==> src/rtl/ifetch_pkg.sv <==
package ifetch_pkg;

   typedef enum logic [1:0] {
      ST_RUN  = 2'd0,
      ST_HALT = 2'd1,
      ST_ADDR = 2'd2,
      ST_ILL  = 2'd3
   } fstat_t;

   localparam logic [3:0] CL_HALT  = 4'h0;
   localparam logic [3:0] CL_NOP   = 4'h1;
   localparam logic [3:0] CL_MOVRR = 4'h2;
   localparam logic [3:0] CL_MOVIR = 4'h3;
   localparam logic [3:0] CL_MOVRM = 4'h4;
   localparam logic [3:0] CL_MOVMR = 4'h5;
   localparam logic [3:0] CL_ALU   = 4'h6;
   localparam logic [3:0] CL_JUMP  = 4'h7;
   localparam logic [3:0] CL_CALL  = 4'h8;
   localparam logic [3:0] CL_RET   = 4'h9;
   localparam logic [3:0] CL_PUSH  = 4'hA;
   localparam logic [3:0] CL_POP   = 4'hB;

   localparam logic [3:0] NO_REG   = 4'hF;

   // where the constant starts inside an instruction
   typedef enum logic [1:0] {
      CP_NONE = 2'd0,
      CP_AT1  = 2'd1,
      CP_AT2  = 2'd2
   } cpos_t;

endpackage

==> src/rtl/ifetch_len_decode.sv <==
module ifetch_len_decode
   import ifetch_pkg::*;
#(
   parameter int CONST_BYTES = 4,
   parameter int LEN_W       = 3
) (
   input  logic [7:0]       first_byte,
   output logic [LEN_W-1:0] len,
   output logic             has_regs,
   output cpos_t            cpos,
   output logic             legal,
   output logic             is_halt
);

   localparam logic [LEN_W-1:0] L_ONE   = LEN_W'(1);
   localparam logic [LEN_W-1:0] L_TWO   = LEN_W'(2);
   localparam logic [LEN_W-1:0] L_BRNCH = LEN_W'(1 + CONST_BYTES);
   localparam logic [LEN_W-1:0] L_MEM   = LEN_W'(2 + CONST_BYTES);

   logic [3:0] cls;
   logic [3:0] fn;

   assign cls = first_byte[7:4];
   assign fn  = first_byte[3:0];

   always_comb begin
      len      = L_ONE;
      has_regs = 1'b0;
      cpos     = CP_NONE;
      legal    = (fn == 4'h0);
      unique case (cls)
         CL_HALT, CL_NOP, CL_RET: len = L_ONE;
         CL_MOVRR: begin
            len      = L_TWO;
            has_regs = 1'b1;
            legal    = (fn <= 4'd6);
         end
         CL_ALU: begin
            len      = L_TWO;
            has_regs = 1'b1;
            legal    = (fn <= 4'd3);
         end
         CL_PUSH, CL_POP: begin
            len      = L_TWO;
            has_regs = 1'b1;
         end
         CL_JUMP: begin
            len   = L_BRNCH;
            cpos  = CP_AT1;
            legal = (fn <= 4'd6);
         end
         CL_CALL: begin
            len  = L_BRNCH;
            cpos = CP_AT1;
         end
         CL_MOVIR, CL_MOVRM, CL_MOVMR: begin
            len      = L_MEM;
            has_regs = 1'b1;
            cpos     = CP_AT2;
         end
         default: legal = 1'b0;
      endcase
   end

   assign is_halt = (first_byte == 8'h00);

endmodule

==> src/rtl/ifetch_gather.sv <==
module ifetch_gather
   import ifetch_pkg::*;
#(
   parameter int CONST_BYTES = 4,
   parameter int LEN_W       = 3,
   localparam int WORD_W     = 8 * CONST_BYTES
) (
   input  logic              clk,
   input  logic              rst,
   input  logic              start,
   input  logic              take,
   input  logic [LEN_W-1:0]  idx,
   input  logic [7:0]        data,
   input  logic              has_regs,
   input  cpos_t             cpos,
   output logic [3:0]        ra,
   output logic [3:0]        rb,
   output logic [WORD_W-1:0] valc
);

   always_ff @(posedge clk) begin
      if (rst || start) begin
         ra <= NO_REG;
         rb <= NO_REG;
      end else if (take && has_regs && idx == LEN_W'(1)) begin
         ra <= data[7:4];
         rb <= data[3:0];
      end
   end

   logic [LEN_W-1:0] base;
   assign base = LEN_W'(cpos);

   for (genvar k = 0; k < CONST_BYTES; k++) begin : g_lane
      always_ff @(posedge clk) begin
         if (rst || start) begin
            valc[8*k +: 8] <= 8'h00;
         end else if (take && cpos != CP_NONE && idx == base + LEN_W'(k)) begin
            valc[8*k +: 8] <= data;
         end
      end
   end

endmodule

==> src/rtl/ifetch_unit.sv <==
module ifetch_unit
   import ifetch_pkg::*;
#(
   parameter int               ADDR_W   = 32,
   parameter int               WORD_W   = 32,
   parameter logic [ADDR_W-1:0] START_PC = '0,
   localparam int              CB       = WORD_W / 8,
   localparam int              LEN_W    = $clog2(CB + 3)
) (
   input  logic              clk,
   input  logic              rst,
   output logic              mem_req,
   output logic [ADDR_W-1:0] mem_addr,
   input  logic [7:0]        mem_data,
   input  logic              mem_err,
   output logic              out_valid,
   input  logic              out_ready,
   output logic [3:0]        icode,
   output logic [3:0]        ifun,
   output logic [3:0]        ra,
   output logic [3:0]        rb,
   output logic [WORD_W-1:0] valc,
   output logic [LEN_W-1:0]  ilen,
   output logic [ADDR_W-1:0] next_pc,
   output logic [1:0]        stat
);

   if (WORD_W % 8 != 0 || WORD_W < 8) begin : g_bad_word
      $error("WORD_W must be a positive multiple of 8");
   end
   if (ADDR_W < 8) begin : g_bad_addr
      $error("ADDR_W too small");
   end

   typedef enum logic [1:0] {
      S_FETCH = 2'd0,
      S_HOLD  = 2'd1,
      S_STOP  = 2'd2
   } fsm_t;

   fsm_t              state;
   fstat_t            stat_q;
   logic [ADDR_W-1:0] pc;
   logic [LEN_W-1:0]  idx;
   logic [LEN_W-1:0]  len_q;
   logic              regs_q;
   cpos_t             cpos_q;
   logic [3:0]        icode_q;
   logic [3:0]        ifun_q;

   logic [LEN_W-1:0]  d_len;
   logic              d_regs;
   cpos_t             d_cpos;
   logic              d_legal;
   logic              d_halt;

   ifetch_len_decode #(
      .CONST_BYTES (CB),
      .LEN_W       (LEN_W)
   ) u_dec (
      .first_byte (mem_data),
      .len        (d_len),
      .has_regs   (d_regs),
      .cpos       (d_cpos),
      .legal      (d_legal),
      .is_halt    (d_halt)
   );

   logic fetching;
   logic first;
   logic good_byte;

   assign fetching  = (state == S_FETCH);
   assign first     = (idx == '0);
   assign good_byte = fetching && !mem_err;

   ifetch_gather #(
      .CONST_BYTES (CB),
      .LEN_W       (LEN_W)
   ) u_gather (
      .clk      (clk),
      .rst      (rst),
      .start    (good_byte && first),
      .take     (good_byte),
      .idx      (idx),
      .data     (mem_data),
      .has_regs (first ? d_regs : regs_q),
      .cpos     (first ? d_cpos : cpos_q),
      .ra       (ra),
      .rb       (rb),
      .valc     (valc)
   );

   always_ff @(posedge clk) begin
      if (rst) begin
         state   <= S_FETCH;
         stat_q  <= ST_RUN;
         pc      <= START_PC;
         idx     <= '0;
         len_q   <= LEN_W'(1);
         regs_q  <= 1'b0;
         cpos_q  <= CP_NONE;
         icode_q <= 4'h0;
         ifun_q  <= 4'h0;
      end else begin
         unique case (state)
            S_FETCH: begin
               if (mem_err) begin
                  stat_q <= ST_ADDR;
                  state  <= S_STOP;
                  idx    <= '0;
               end else if (first) begin
                  icode_q <= mem_data[7:4];
                  ifun_q  <= mem_data[3:0];
                  len_q   <= d_len;
                  regs_q  <= d_regs;
                  cpos_q  <= d_cpos;
                  if (!d_legal) begin
                     stat_q <= ST_ILL;
                     state  <= S_STOP;
                  end else if (d_len == LEN_W'(1)) begin
                     if (d_halt) stat_q <= ST_HALT;
                     state <= S_HOLD;
                  end else begin
                     idx <= LEN_W'(1);
                  end
               end else if (idx == len_q - LEN_W'(1)) begin
                  idx   <= '0;
                  state <= S_HOLD;
               end else begin
                  idx <= idx + LEN_W'(1);
               end
            end
            S_HOLD: begin
               if (out_ready) begin
                  if (stat_q != ST_RUN) begin
                     state <= S_STOP;
                  end else begin
                     pc    <= pc + ADDR_W'(len_q);
                     state <= S_FETCH;
                  end
               end
            end
            default: state <= S_STOP;
         endcase
      end
   end

   assign mem_req   = fetching;
   assign mem_addr  = pc + ADDR_W'(idx);
   assign out_valid = (state == S_HOLD);
   assign icode     = icode_q;
   assign ifun      = ifun_q;
   assign ilen      = len_q;
   assign next_pc   = pc + ADDR_W'(len_q);
   assign stat      = stat_q;


   npc_follow_chk: assert property (@(posedge clk) disable iff (rst)
      (out_valid && out_ready && stat == 2'd0) |=> (mem_req && mem_addr == $past(next_pc)));


   hold_stable_chk: assert property (@(posedge clk) disable iff (rst)
      (out_valid && !out_ready) |=> (out_valid && !mem_req && $stable(icode) && $stable(ifun)
         && $stable(ra) && $stable(rb) && $stable(valc) && $stable(next_pc)));


   len_legal_chk: assert property (@(posedge clk) disable iff (rst)
      out_valid |-> (ilen == LEN_W'(1) || ilen == LEN_W'(2) || ilen == LEN_W'(CB + 1)
         || ilen == LEN_W'(CB + 2)));


   halt_stat_chk: assert property (@(posedge clk) disable iff (rst)
      (out_valid && icode == 4'h0) |-> (stat == 2'd1));


   stat_sticky_chk: assert property (@(posedge clk) disable iff (rst)
      (stat != 2'd0) |=> (stat == $past(stat)));


   stop_no_read_chk: assert property (@(posedge clk) disable iff (rst)
      (stat != 2'd0) |-> !mem_req);

endmodule

==> config.mk <==
export PLATFORM = sky130hd
export DESIGN_NAME = ifetch_unit
export DESIGN_NICKNAME = d
export VERILOG_FILES = /design/src/rtl/ifetch_pkg.sv /design/src/rtl/ifetch_len_decode.sv /design/src/rtl/ifetch_gather.sv /design/src/rtl/ifetch_unit.sv
export SDC_FILE = /design/constraint.sdc
export NUM_CORES = 1
export LEC_CHECK = 0
export BUFFER_PORTS_ARGS = -buffer_cell sky130_fd_sc_hd__buf_2
export CAP_MARGIN = 20
export CORE_MARGIN = 1.5
export CORE_UTILIZATION = 55
export CTS_BUF_LIST = sky130_fd_sc_hd__clkbuf_16
export DETAILED_ROUTE_END_ITERATION = 7
export PLACE_DENSITY_LB_ADDON = 0.3
export SLEW_MARGIN = 5
export SYNTH_ARGS = -nofsm -noshare
export SYNTH_HDL_FRONTEND = slang
export SYNTH_HIERARCHICAL = 1
export SYNTH_SLANG_ARGS = --single-unit
==> constraint.sdc <==
create_clock -name clk -period 5.8 [get_ports clk]
set_clock_uncertainty 0.2 [all_clocks]
set_input_delay 1.45 -clock clk [delete_from_list [all_inputs] [get_ports clk]]
set_output_delay 1.45 -clock clk [all_outputs]
set_load 0.005 [all_outputs]
After elaboration in Yosys (flattened, before gate mapping)
Cells that the tools add are included.
{"block": "op_classes", "muxes": 24, "n_eq_ne": 26, "n_addsub": 7, "reduce_logical": 31, "n_bitwise": 2, "magnitude_cmp": 2}
{"cell": "$add 32x3->32", "n": 2}
{"cell": "$mux 2", "n": 13}
{"cell": "$eq 4x3->1 const B", "n": 4}
{"cell": "$eq 4x4->1 const B", "n": 4}
{"cell": "$mux 3", "n": 5}
{"cell": "$eq 3x3->1", "n": 4}
{"cell": "$reduce_and 3->1", "n": 4}
{"cell": "$logic_and 1x1->1", "n": 9}
{"cell": "$pmux 3 s3", "n": 1}
{"cell": "$reduce_or 9->1", "n": 1}
{"cell": "$eq 4x2->1 const B", "n": 2}
{"cell": "$logic_not 4->1", "n": 2}
{"cell": "$logic_not 8->1", "n": 1}
{"cell": "$pmux 2 s2", "n": 2}
{"cell": "$reduce_or 7->1", "n": 1}
{"cell": "$add 2x2->3 const B", "n": 2}
{"cell": "$eq 3x1->1 const B", "n": 2}
{"cell": "$ne 3x2->1 const B", "n": 2}
{"cell": "$reduce_bool 2->1", "n": 3}
{"cell": "$ne 5x4->1 const B", "n": 1}
{"cell": "$eq 4x1->1 const B", "n": 1}
{"cell": "$le 4x2->1 const B", "n": 1}
{"cell": "$le 4x3->1 const B", "n": 1}
{"cell": "$ne 4x3->1 const B", "n": 1}
{"cell": "20 further kinds", "n": 23}
{"block": "word_totals", "in_bits": 12, "word_cells": 107, "regBits": 93, "output_inout_bits": 119}

Depth between registers and ports, before layout
{"block": "depth", "ltp_word": 9, "depth_mapped": 12, "depth_no_buf": 10}

Hierarchy
The synthesis kept the hierarchy.
{"mod": "ifetch_unit", "seq_area_each_um2": 1061.0, "instances": 1, "cells_per_inst": 477, "area_per_inst_um2": 3681.0}
{"mod": "ifetch_gather", "seq_area_each_um2": 800.8, "instances": 1, "cells_per_inst": 168, "area_per_inst_um2": 1649.1}
{"mod": "ifetch_len_decode", "seq_area_each_um2": 0.0, "instances": 1, "cells_per_inst": 24, "area_per_inst_um2": 157.7}

Least setup slack after synthesis
OpenSTA, ideal clock, no wires.
{"block": "synth_timing", "kind": "input -> register", "from": "in mem_data[6]", "to": "reg u_gather.valc[24]", "path_buffers": 2, "setup_slack_ns": 2.014, "arrival_time_ns": 3.466, "stages": 11, "required_time_ns": 5.480, "setup_time_ns": 0.120, "cell_sequence": "buf_6 > mux2_2 > nor2_4 > nand2_1 > nand2_1 > inv_1 > ha_1 > or2b_1 > or4b_1 > buf_6 > mux2i_1"}
{"block": "synth_between", "elab_chain_len": 7, "word_cells_on_any_way": 14, "classes_between": "add/sub: 1; eq/ne: 6; mux: 2; reduce/logical: 5"}
{"element": "start: declaration", "line_no": "ifetch_unit.sv:14", "text": "input logic [7:0] mem_data,"}
{"element": "$eq 4x2->1 (tied with other cells)", "line_no": "ifetch_len_decode.sv:31", "text": "unique case (cls)"}
{"element": "$reduce_or 3->1 / $reduce_or 2->1 (equally long branches)"}
{"element": "$pmux 2 s2 (*)", "line_no": "ifetch_len_decode.sv:31"}
{"element": "via d_cpos[1]", "line_no": "ifetch_unit.sv:53", "text": "cpos_t d_cpos;"}
{"element": "$mux 2 (*)"}
{"element": "$add 2x2->3 / $reduce_bool 2->1 (equally long branches)", "line_no": "ifetch_gather.sv:38", "text": "end else if (take && cpos != CP_NONE && idx == base + LEN_W'(k)) begin"}
{"element": "$eq 3x3->1 / $logic_and 1x1->1 (equally long branches)", "line_no": "ifetch_gather.sv:38"}
{"element": "$logic_and 1x1->1 (*)", "line_no": "ifetch_gather.sv:38"}
{"element": "end signal: indexed assignment", "line_no": "ifetch_gather.sv:39", "text": "valc[8*k +: 8] <= data;"}
{"element": "end: declaration", "line_no": "ifetch_gather.sv:18", "text": "output logic [WORD_W-1:0] valc"}
The timed path passes the listed nets; every way through them passes the cells marked *.
A chain may end at the register's enable or synchronous reset.

Final worst setup path
{"block": "layout_timing", "from": "reg idx[0]", "to": "out mem_addr[20]"}
{"block": "layout_between", "elab_chain_len": 1}
{"element": "start: declaration", "line_no": "ifetch_unit.sv:44", "text": "logic [LEN_W-1:0] idx;"}
{"element": "start signal: assignment", "line_no": "ifetch_unit.sv:131", "text": "idx <= idx + LEN_W'(1);"}
{"element": "$add 32x3->32", "line_no": "ifetch_unit.sv:150", "text": "assign mem_addr = pc + ADDR_W'(idx);"}
{"element": "end: declaration", "line_no": "ifetch_unit.sv:13", "text": "output logic [ADDR_W-1:0] mem_addr,"}
No other way between the ends.

==> metrics.txt <==
status complete, no violations; # diodes 0; drc violations 0; Buffers on Ports 130; clock sink count 93; post-CTS sizing 0; Final Cycle Share 80.5%; simple-gate area share of the yosys netlist 27.6%; Starting Density 56.4%; Die Wd 103 µm; FMAX 214 MHz; Final GP Congestion 0.912; drt first pass iters 5; ys flop type dfxtp_1; Clock Tree Buf Depth 2; Pwr Density 217 mW/mm²; Critical Path RT 4150 ps; crit path from idx[0]; worst skew pair latency 350 ps; Routed WL 13400 µm; Final Net Count 786; largest family of logic cells by synthesized area simple AND/OR/NAND/NOR gates; Max Transition Viols Final 0; R2R depth 10; Avg Inst Size Synth 8.20 µm²; Seq/Total Area, Yosys 33.9%; FF-to-FF End u_gather/valc[28]; via count 4933; Async S/R FF share, synth 0%; mux share of post-synthesis cell area 7.55%; gr usage total 25.8%; top cells by count, synth nand2_1, dfxtp_1, nor2_1; grt ovf 0; Synth cell types 61; worst setup path end mem_addr[20]; post-CTS setup buffers 0; final setup margin 1130 ps; post-synthesis xor/xnor area fraction 15.3%; Startpoint Class flip-flop; largest cells by area after synthesis dfxtp_1, xor2_1, nand2_1; pin count of the biggest net entering global routing 55; crit path kind flip-flop to output port; setup slack at placement 1540 ps; post-layout minimum cycle time 4670 ps; layout cells sized above 1 21.8%; count of final setup violators 0; Arrival @ worst endpoint 3020 ps; DP Wirelength 9730 µm; crit end category output port; Synth Instances 669; RR Startpoint idx[0]; Mapped Area 0.00549 mm²; FP Rows 36; H-tree levels 3; Post-synth EDFFs 0; flops & latches, synth 93; placed instance area 0.00603 mm²; Routed wire per std cell 14.9 µm; die area 0.0106 mm²; yosys warns 6; Max Fanout on Critical Path 15; antenna viol nets, final 0; Power Total 1.38 mW; Min Hold Slack 255 ps; post-synthesis adder-cell area fraction 3.47%; Synth Area in Compound Gates 5.61%; core area 0.00973 mm²; area leader, netlist dfxtp_1; initial antenna violation count 0; actual transition at the worst max-transition pin 1050 ps; relative slew slack 29.2%; hold_buf cts 0; synthesized net count 695; Layout Cells excl Fill 898; die span in y 103 µm; boundary pin count 131; flop2flop setup slack 2150 ps; fillers 852; Reg clk slew, reported paths 70 ps; final hold viol count 0; CTS tree built; TritonCTS buffer count 9; Yosys top cell area share 33.9%; Pleak 3.03 nW; Layout area overhead 15.6%; post-layout util 65.2%; RSZ-0062 raised after global routing no; final instance area 0.00634 mm²; top-count cell post-synth nand2_1; final setup TNS 0 ps; max_cap viols 0; Via-to-Cell Ratio 5.49; initial drt markers 261; VDD IR max 0.162 mV; number of global-route vias before repair 4364; first-pass GRT wire length 21500 µm; root buf cell clkbuf_16; Worst Hold Class flip-flop to flip-flop; placed cell count 881
[state kept, by name, indices dropped and copies added, names as in the netlist]
register	count
u_gather/ra	4
regs_q	1
idx	3
state	2
u_gather/valc	32
pc	32
u_gather/rb	4
ifun	4
cpos_q	2
icode	4
ilen	3
stat	2
[layout make-up]
cell class | instances | area, µm² | area share [%]
tap | 133 | 166 | 2.62
inverter | 19 | 71.3 | 1.12
clock inverter | 7 | 80.1 | 1.26
timing repair buffer | 132 | 669 | 10.6
multi-input combinational | 505 | 3270 | 51.5
clock buffer | 9 | 225 | 3.55
sequential | 93 | 1860 | 29.3
[power by group]
| group | internal [mW] | total, mW | switching (mW) | leakage [nW] |
|---|---|---|---|---|
| logic | 0.0379 | 0.108 | 0.0699 | 2.12 |
| clock network | 0.341 | 0.609 | 0.268 | 0.154 |
| registers | 0.648 | 0.658 | 0.00982 | 0.752 |
| total | 1.03 | 1.38 | 0.348 | 3.03 |
[cells by family (layout without fill, tap and decap cells)]
group | Yosys count | count (layout)
flip-flops | 93 | 93
AO/OA/AOI/OAI | 51 | 51
AND/OR/NAND/NOR | 304 | 304
buffers and inverters | 71 | 167
adder cells (fa/ha/maj) | 14 | 14
multiplexers | 41 | 41
XOR/XNOR | 95 | 95
[cells in the final DEF (no fill, tap or decap), types with 20 or more instances in the layout]
cell type	Yosys	final
xnor2_1	41	41
xor2_1	53	53
inv_1	19	20
nand3_1	38	38
a21oi_1	20	20
mux2i_1	38	38
dfxtp_1	93	93
nand2_1	108	108
buf_2	15	130
nor2_1	68	67
[worst max-delay path: stages, from the launching register on]
cell and delay (ps):
dfxtp_1 690, ha_1 300, fa_1 210, a21o_1 150, nand4_1 330, nor4_1 540
nand2_1 130, xnor2_1 170, buf_2 150
[worst min path at each step]
stage	from	end	slack, ps	depth (start not counted)
after floorplan	u_gather/valc[0]	u_gather/valc[0]	250	2
after global placement	icode[2]	icode[2]	240	2
after detailed placement	icode[3]	icode[3]	250	2
after CTS	icode[3]	icode[3]	260	2
after global routing	u_gather/valc[5]	u_gather/valc[5]	280	2
final	ifun[0]	ifun[0]	250	2
[per-layer routing]
| metal | GRT usage [%] | up-vias | wire length, µm |
|---|---|---|---|
| li1 | - | 2407 | - |
| met1 | 35.9 | 2328 | 6160 |
| met2 | 39.9 | 179 | 6090 |
| met3 | 5.63 | 19 | 995 |
| met4 | 8.32 | 0 | 164 |
| met5 | 0 | - | 0 |
No activity file was read; power rests on OpenSTA's default activity.
